$ cat config.mk
export PLATFORM = sky130hd
export DESIGN_NAME = aud_irq_bank
export DESIGN_NICKNAME = d
export VERILOG_FILES = /design/src/rtl/aud_irq_pkg.sv /design/src/rtl/aud_irq_decode.sv /design/src/rtl/aud_irq_mask.sv /design/src/rtl/aud_irq_status.sv /design/src/rtl/aud_irq_bank.sv
export SDC_FILE = /design/constraint.sdc
export NUM_CORES = 1
export LEC_CHECK = 0
export ABC_AREA = 1
export BUFFER_PORTS_ARGS = -buffer_cell sky130_fd_sc_hd__buf_2
export CAP_MARGIN = 20
export CORE_MARGIN = 3
export CORE_UTILIZATION = 51
export CTS_CLUSTER_DIAMETER = 40
export DETAILED_ROUTE_END_ITERATION = 7
export PLACE_DENSITY = 0.76
export SKIP_CTS_REPAIR_TIMING = 1
export SLEW_MARGIN = 20
export SYNTH_ARGS = -nofsm -noshare
export SYNTH_HDL_FRONTEND = slang
export SYNTH_SLANG_ARGS = --single-unit
$ cat constraint.sdc
create_clock -name clk -period 2.3 [get_ports clk]
set_input_delay 0.69 -clock clk [delete_from_list [all_inputs] [get_ports clk]]
set_output_delay 0.69 -clock clk [all_outputs]
set_load 0.02 [all_outputs]
$ cat src/rtl/aud_irq_pkg.sv
package aud_irq_pkg;

    localparam int REG_W  = 32;
    localparam int ADDR_W = 8;
    localparam int CLASS_W = 8;

    // register offsets (software visible)
    localparam logic [ADDR_W-1:0] OFF_ENA_A = 8'h10;
    localparam logic [ADDR_W-1:0] OFF_DIS_A = 8'h14;
    localparam logic [ADDR_W-1:0] OFF_MSK_A = 8'h18;
    localparam logic [ADDR_W-1:0] OFF_STS_A = 8'h1C;
    localparam logic [ADDR_W-1:0] OFF_ENA_B = 8'h20;
    localparam logic [ADDR_W-1:0] OFF_DIS_B = 8'h24;
    localparam logic [ADDR_W-1:0] OFF_MSK_B = 8'h28;
    localparam logic [ADDR_W-1:0] OFF_STS_B = 8'h2C;

    // group A: underrun and overflow classes latch
    localparam logic [REG_W-1:0] A_STICKY = 32'hFF00_FF00;
    // group B: implemented bits and the latched one
    localparam logic [REG_W-1:0] B_IMPL   = 32'h0000_3301;
    localparam logic [REG_W-1:0] B_STICKY = 32'h0000_0001;

    typedef enum logic [3:0] {
        RS_NONE,
        RS_ENA_A, RS_DIS_A, RS_MSK_A, RS_STS_A,
        RS_ENA_B, RS_DIS_B, RS_MSK_B, RS_STS_B
    } reg_sel_e;

    function automatic logic [REG_W-1:0] a_impl(input int n_ch);
        logic [CLASS_W-1:0] one;
        one = '0;
        for (int i = 0; i < CLASS_W; i++) one[i] = (i < n_ch);
        return {4{one}};
    endfunction

endpackage

$ cat src/rtl/aud_irq_decode.sv
module aud_irq_decode
    import aud_irq_pkg::*;
(
    input  logic              bus_sel,
    input  logic              bus_wr,
    input  logic [ADDR_W-1:0] bus_addr,
    output reg_sel_e          hit,
    output logic              wr_stb,
    output logic              rd_stb
);

    always_comb begin
        unique case (bus_addr)
            OFF_ENA_A: hit = RS_ENA_A;
            OFF_DIS_A: hit = RS_DIS_A;
            OFF_MSK_A: hit = RS_MSK_A;
            OFF_STS_A: hit = RS_STS_A;
            OFF_ENA_B: hit = RS_ENA_B;
            OFF_DIS_B: hit = RS_DIS_B;
            OFF_MSK_B: hit = RS_MSK_B;
            OFF_STS_B: hit = RS_STS_B;
            default:   hit = RS_NONE;
        endcase
        wr_stb = bus_sel &  bus_wr;
        rd_stb = bus_sel & ~bus_wr;
    end

endmodule

$ cat src/rtl/aud_irq_mask.sv
module aud_irq_mask #(
    parameter int             W    = 32,
    parameter logic [W-1:0]   IMPL = '1
) (
    input  logic         clk,
    input  logic         rst_n,
    input  logic         set_en,
    input  logic         clr_en,
    input  logic [W-1:0] wdata,
    output logic [W-1:0] mask_o
);

    logic [W-1:0] mask_d, mask_q;

    always_comb begin
        mask_d = mask_q;
        if (set_en) mask_d = mask_d | (wdata & IMPL);
        if (clr_en) mask_d = mask_d & ~wdata;
    end

    always_ff @(posedge clk) begin
        if (!rst_n) mask_q <= '0;
        else        mask_q <= mask_d;
    end

    assign mask_o = mask_q;

endmodule

$ cat src/rtl/aud_irq_status.sv
module aud_irq_status #(
    parameter int           W      = 32,
    parameter logic [W-1:0] IMPL   = '1,
    parameter logic [W-1:0] STICKY = '0
) (
    input  logic         clk,
    input  logic         rst_n,
    input  logic [W-1:0] lvl_i,
    input  logic [W-1:0] evt_i,
    input  logic         rd_clr_i,
    output logic [W-1:0] sts_o
);

    typedef struct packed {
        logic [W-1:0] latched;
        logic [W-1:0] live;
    } sts_t;

    sts_t st_d, st_q;

    always_comb begin
        // clear by read first, then merge this cycle's events so none is lost
        st_d.latched = (st_q.latched & ~{W{rd_clr_i}}) | (evt_i & STICKY & IMPL);
        st_d.live    = lvl_i & ~STICKY & IMPL;
    end

    always_ff @(posedge clk) begin
        if (!rst_n) st_q <= '0;
        else        st_q <= st_d;
    end

    assign sts_o = st_q.latched | st_q.live;

endmodule

$ cat src/rtl/aud_irq_bank.sv
module aud_irq_bank
    import aud_irq_pkg::*;
#(
    parameter int NUM_CH = 8
) (
    input  logic              clk,
    input  logic              rst_n,
    input  logic              bus_sel,
    input  logic              bus_wr,
    input  logic [7:0]        bus_addr,
    input  logic [31:0]       bus_wdata,
    output logic [31:0]       bus_rdata,
    input  logic [NUM_CH-1:0] tx_ready_i,
    input  logic [NUM_CH-1:0] tx_underrun_i,
    input  logic [NUM_CH-1:0] rx_ready_i,
    input  logic [NUM_CH-1:0] rx_overflow_i,
    input  logic              wr_error_i,
    input  logic              txfifo_ready_i,
    input  logic              txfifo_empty_i,
    input  logic              rxfifo_ready_i,
    input  logic              rxfifo_full_i,
    output logic              irq_o
);

    localparam logic [REG_W-1:0] A_IMPL = a_impl(NUM_CH);

    logic [CLASS_W-1:0] txr8, txu8, rxr8, rxo8;

    generate
        if (NUM_CH == CLASS_W) begin : g_full
            assign txr8 = tx_ready_i;
            assign txu8 = tx_underrun_i;
            assign rxr8 = rx_ready_i;
            assign rxo8 = rx_overflow_i;
        end else begin : g_pad
            assign txr8 = {{(CLASS_W-NUM_CH){1'b0}}, tx_ready_i};
            assign txu8 = {{(CLASS_W-NUM_CH){1'b0}}, tx_underrun_i};
            assign rxr8 = {{(CLASS_W-NUM_CH){1'b0}}, rx_ready_i};
            assign rxo8 = {{(CLASS_W-NUM_CH){1'b0}}, rx_overflow_i};
        end
    endgenerate

    reg_sel_e hit;
    logic     wr_stb, rd_stb;

    aud_irq_decode u_dec (
        .bus_sel (bus_sel),
        .bus_wr  (bus_wr),
        .bus_addr(bus_addr),
        .hit     (hit),
        .wr_stb  (wr_stb),
        .rd_stb  (rd_stb)
    );

    logic [REG_W-1:0] lvl_a, evt_a, lvl_b, evt_b;
    assign lvl_a = {8'h00, rxr8, 8'h00, txr8};
    assign evt_a = {rxo8, 8'h00, txu8, 8'h00};
    assign lvl_b = {18'b0, rxfifo_full_i, rxfifo_ready_i, 2'b0,
                    txfifo_empty_i, txfifo_ready_i, 8'b0};
    assign evt_b = {31'b0, wr_error_i};

    logic [REG_W-1:0] mask_a, mask_b, sts_a, sts_b;

    aud_irq_mask #(.W(REG_W), .IMPL(A_IMPL)) u_mask_a (
        .clk   (clk),
        .rst_n (rst_n),
        .set_en(wr_stb && hit == RS_ENA_A),
        .clr_en(wr_stb && hit == RS_DIS_A),
        .wdata (bus_wdata),
        .mask_o(mask_a)
    );

    aud_irq_mask #(.W(REG_W), .IMPL(B_IMPL)) u_mask_b (
        .clk   (clk),
        .rst_n (rst_n),
        .set_en(wr_stb && hit == RS_ENA_B),
        .clr_en(wr_stb && hit == RS_DIS_B),
        .wdata (bus_wdata),
        .mask_o(mask_b)
    );

    aud_irq_status #(.W(REG_W), .IMPL(A_IMPL), .STICKY(A_STICKY)) u_sts_a (
        .clk     (clk),
        .rst_n   (rst_n),
        .lvl_i   (lvl_a),
        .evt_i   (evt_a),
        .rd_clr_i(rd_stb && hit == RS_STS_A),
        .sts_o   (sts_a)
    );

    aud_irq_status #(.W(REG_W), .IMPL(B_IMPL), .STICKY(B_STICKY)) u_sts_b (
        .clk     (clk),
        .rst_n   (rst_n),
        .lvl_i   (lvl_b),
        .evt_i   (evt_b),
        .rd_clr_i(rd_stb && hit == RS_STS_B),
        .sts_o   (sts_b)
    );

    always_comb begin
        bus_rdata = '0;
        if (rd_stb) begin
            case (hit)
                RS_MSK_A: bus_rdata = mask_a;
                RS_STS_A: bus_rdata = sts_a;
                RS_MSK_B: bus_rdata = mask_b;
                RS_STS_B: bus_rdata = sts_b;
                default:  bus_rdata = '0;
            endcase
        end
    end

    assign irq_o = (|(mask_a & sts_a)) | (|(mask_b & sts_b));

endmodule

==> summary.txt <==
Outcome
  – Status: finished with violations
  – Violated checks: setup timing

Worst setup path
  – Cell chain of the critical path: buf_6 > nor2_4 > nand2_4 > nand2_4 > nand3_4 > nor2_4 > clkbuf_16 > nand3_4 > a21oi_4 > buf_6
  – Worst path slowest cell: nor2_4
  – Critical Path RT: ~1.6 ns
  – Flop-to-flop setup slack: 1.31 ns
  – Maximum fanout along the worst path: 8
  – CP max stage delay: 0.31 ns
  – Crit path arrival time: between 2 and 2.5 ns
  – Critical Path Sink: bus_rdata[6]
  – Worst Setup Start Kind: input port
  – Crit Path Class: input port to primary output
  – R2r worst-path depth: 6
  – CP Capture Type: primary output
  – CP Launch Point: bus_addr[6]

Power
  – Pwr/cell area: 578 mW/mm^2
  – VDD IR max: between 0.5 and 0.6 mV
  – Leakage: around 4.4 nW
  – Tot Pwr: around 5.6 mW

STA
  – Clk_skew: 0 ns
  – Final min period: ~2.8 ns
  – RSZ-0062 raised after global routing: true
  – Worst slew pin tran: about 0.37 ns
  – Final hold vios: 0
  – Final period utilization: 1.24
  – Setup WS post-layout: -0.546 ns
  – Max transition margin: 0.747
  – F_max: roughly 0.35 GHz
  – Final setup viols: 33
  – Final slew viol count: 0

Synthesis
  – Post-synthesis cell count: around 1.1k
  – Synthesis-stage register bit count: between 100 and 150
  – Mux cell area share after synthesis: 0
  – Count of yosys warnings during synthesis: 0
  – Sequential fraction of the synthesis area: 0.410
  – Post-synthesis adder-cell area fraction: 0
  – Largest family of logic cells by synthesized area: simple AND/OR/NAND/NOR gates
  – Count of unique library cells instantiated by Yosys: 28
  – Synth Area in XOR/XNOR: 0
  – Synth Cell Area: between 0.007 and 0.008 mm^2
  – Simple-Gate Fraction of Synth Area: 0.331
  – Syn Nets: 1205
  – Synth Area in Compound Gates: 0.132
  – Avg Synthesized Cell Area: approximately 6.4 um^2

Floorplanning
  – Row count: 42
  – Die H: 125 um
  – Core ar.: 0.0136 mm^2
  – I/O Pins: ~110
  – Chip width: between 100 and 150 um
  – Die Area: around 0.016 mm^2
  – Initial Utilization: 0.533

Placed design
  – I/O Buffers: 113
  – DP HPWL: about 16000 um
  – Final Wtd Congestion: ~0.89
  – Area post-placement: 0.00857 mm^2

Final layout
  – Nets: 1342
  – Reg area: between 0.002 and 0.003 mm^2
  – Final core utilization: 0.714
  – Share of layout cells above drive strength 1: 0.230
  – Antenna diodes: 0
  – Post-Layout Inst Area: slightly below 0.01 mm^2
  – Multi-input logic area: between 0.003 and 0.004 mm^2
  – Area Growth Syn to Fin: 33.9%
  – Fillcell total: around 1.1k

Clock network
  – Skew-Pair Late Insertion Delay: roughly 0.42 ns
  – CTS max path bufs: 2
  – Clock Pin Slew Worst Setup and Hold Paths: around 0.060 ns
  – CTS Buf Count: 17
  – CTS H-Tree Depth: 4
  – Sink Count: 148
  – CTS tree: yes
  – Clk root buf: clkbuf_16

Run
  – Max-Cap Viols: 0

Route
  – Vias: between 7k and 8k
  – Post-route ant nets: 0
  – Final wirelength: around 24000 um
  – DR WL/cell: around 17 um
  – Residual DRC: 0
  – Drt first pass iters: 5
  – Vias per cell: approximately 5.4
  – Initial detailed-routing violation count: 831

Hold path
  – Hold Crit Depth: 3
  – HP Class: input port to register

Global routing
  – Overflow after GRT: 0
  – Vias in the first global route: 7273
  – Tot GR Track Use: 0.287
  – First-pass GRT wire length: about 36000 um
  – Initial antenna violation count: 0
  – Largest net degree at the start of global routing: 50
final cells by class:
class	count	area share
timing repair buffer	171	0.146
clock inverter	9	0.00828
clock buffer	23	0.0484
sequential	148	0.306
tap	176	0.0228
multi-input combinational	748	0.399
inverter	175	0.0689
cells in the mapped netlist:
cell type,number,share of area
a21oi_1,49,0.034
nand3_2,2,0.0028
clkbuf_1,26,0.014
nand2_1,195,0.10
buf_1,3,0.0016
buf_4,6,0.0062
nand3_1,82,0.057
dfxtp_1,148,0.41
inv_1,171,0.089
nand2_2,4,0.0035
buf_6,2,0.0031
a22oi_1,1,0.0010
inv_2,4,0.0021
nand2_4,1,0.0016
nor3_4,1,0.0023
a21oi_2,1,0.0012
nor2_4,4,0.0062
and2_1,1,0.00087
buf_2,16,0.011
nor2_1,253,0.13
o21ai_1,32,0.022
o22ai_1,2,0.0017
nor3_1,3,0.0021
o21ai_0,64,0.044
nand4_1,23,0.020
or2_2,1,0.00087
nor2_2,2,0.0017
o211ai_1,27,0.028
worst max-delay path: cells and delay by family:
family / cells / cell delay (ns)
and+or+nand+nor: 6 / 0.78
buffers and inverters: 3 / 0.51
AOI/OAI and AO/OA: 1 / 0.18
kinds of logic after synthesis:
group / count (synthesis)
AOI/OAI and AO/OA: 176
DFF: 148
buffers and inverters: 228
and+or+nand+nor: 572
per-layer routing:
metal,routed length [um],part of all wire,vias up,track usage
met5,0,0,-,0
met2,11400,0.47,384,0.472
li1,-,-,3810,-
met4,891,0.037,0,0.118
met3,2400,0.099,63,0.0670
met1,9640,0.40,3633,0.364
cells in the final DEF (no fill, tap or decap), drive strengths merged:
master	instances
a21oi	50
a22oi	1
and2	1
buf	166
bufinv	1
clkbuf	28
clkinv	7
clkinvlp	1
dfxtp	148
inv	175
nand2	200
nand3	84
nand4	23
nor2	259
nor3	4
o211ai	27
o21ai	96
o22ai	2
or2	1
power breakdown:
| group | internal, mW | switching (mW) |
|---|---|---|
| Combinational | 0.129 | 0.209 |
| Sequential | 2.60 | 0.0309 |
| Clock | 1.54 | 1.08 |
| Total | 4.27 | 1.32 |
stage by stage:
stage / setup WS [ns] / cells / TNS [ns] / hold WS [ns]
after floorplan: -0.155 / 1124 / -3.73 / 0.431
after global placement: -0.418 / 1409 / -12.55 / 0.437
after detailed placement: -0.466 / 1409 / -13.86 / 0.446
after CTS: -0.470 / 1441 / -14.36 / 0.435
after global routing: -0.601 / 1450 / -17.79 / 0.441
final: -0.546 / 1450 / -15.70 / 0.443
worst min path at each step:
stage / startpoint / to
after floorplan: u_sts_b.st_q[44]$_SDFF_PN0_ / u_sts_b.st_q[44]$_SDFF_PN0_
after global placement: u_sts_b.st_q[44]$_SDFF_PN0_ / u_sts_b.st_q[44]$_SDFF_PN0_
after detailed placement: u_sts_b.st_q[45]$_SDFF_PN0_ / u_sts_b.st_q[45]$_SDFF_PN0_
after CTS: tx_ready_i[3] / u_sts_a.st_q[3]$_SDFF_PN0_
after global routing: rx_ready_i[4] / u_sts_a.st_q[20]$_SDFF_PN0_
final: tx_ready_i[3] / u_sts_a.st_q[3]$_SDFF_PN0_
Note: power is estimated with default switching activity, not from simulation.
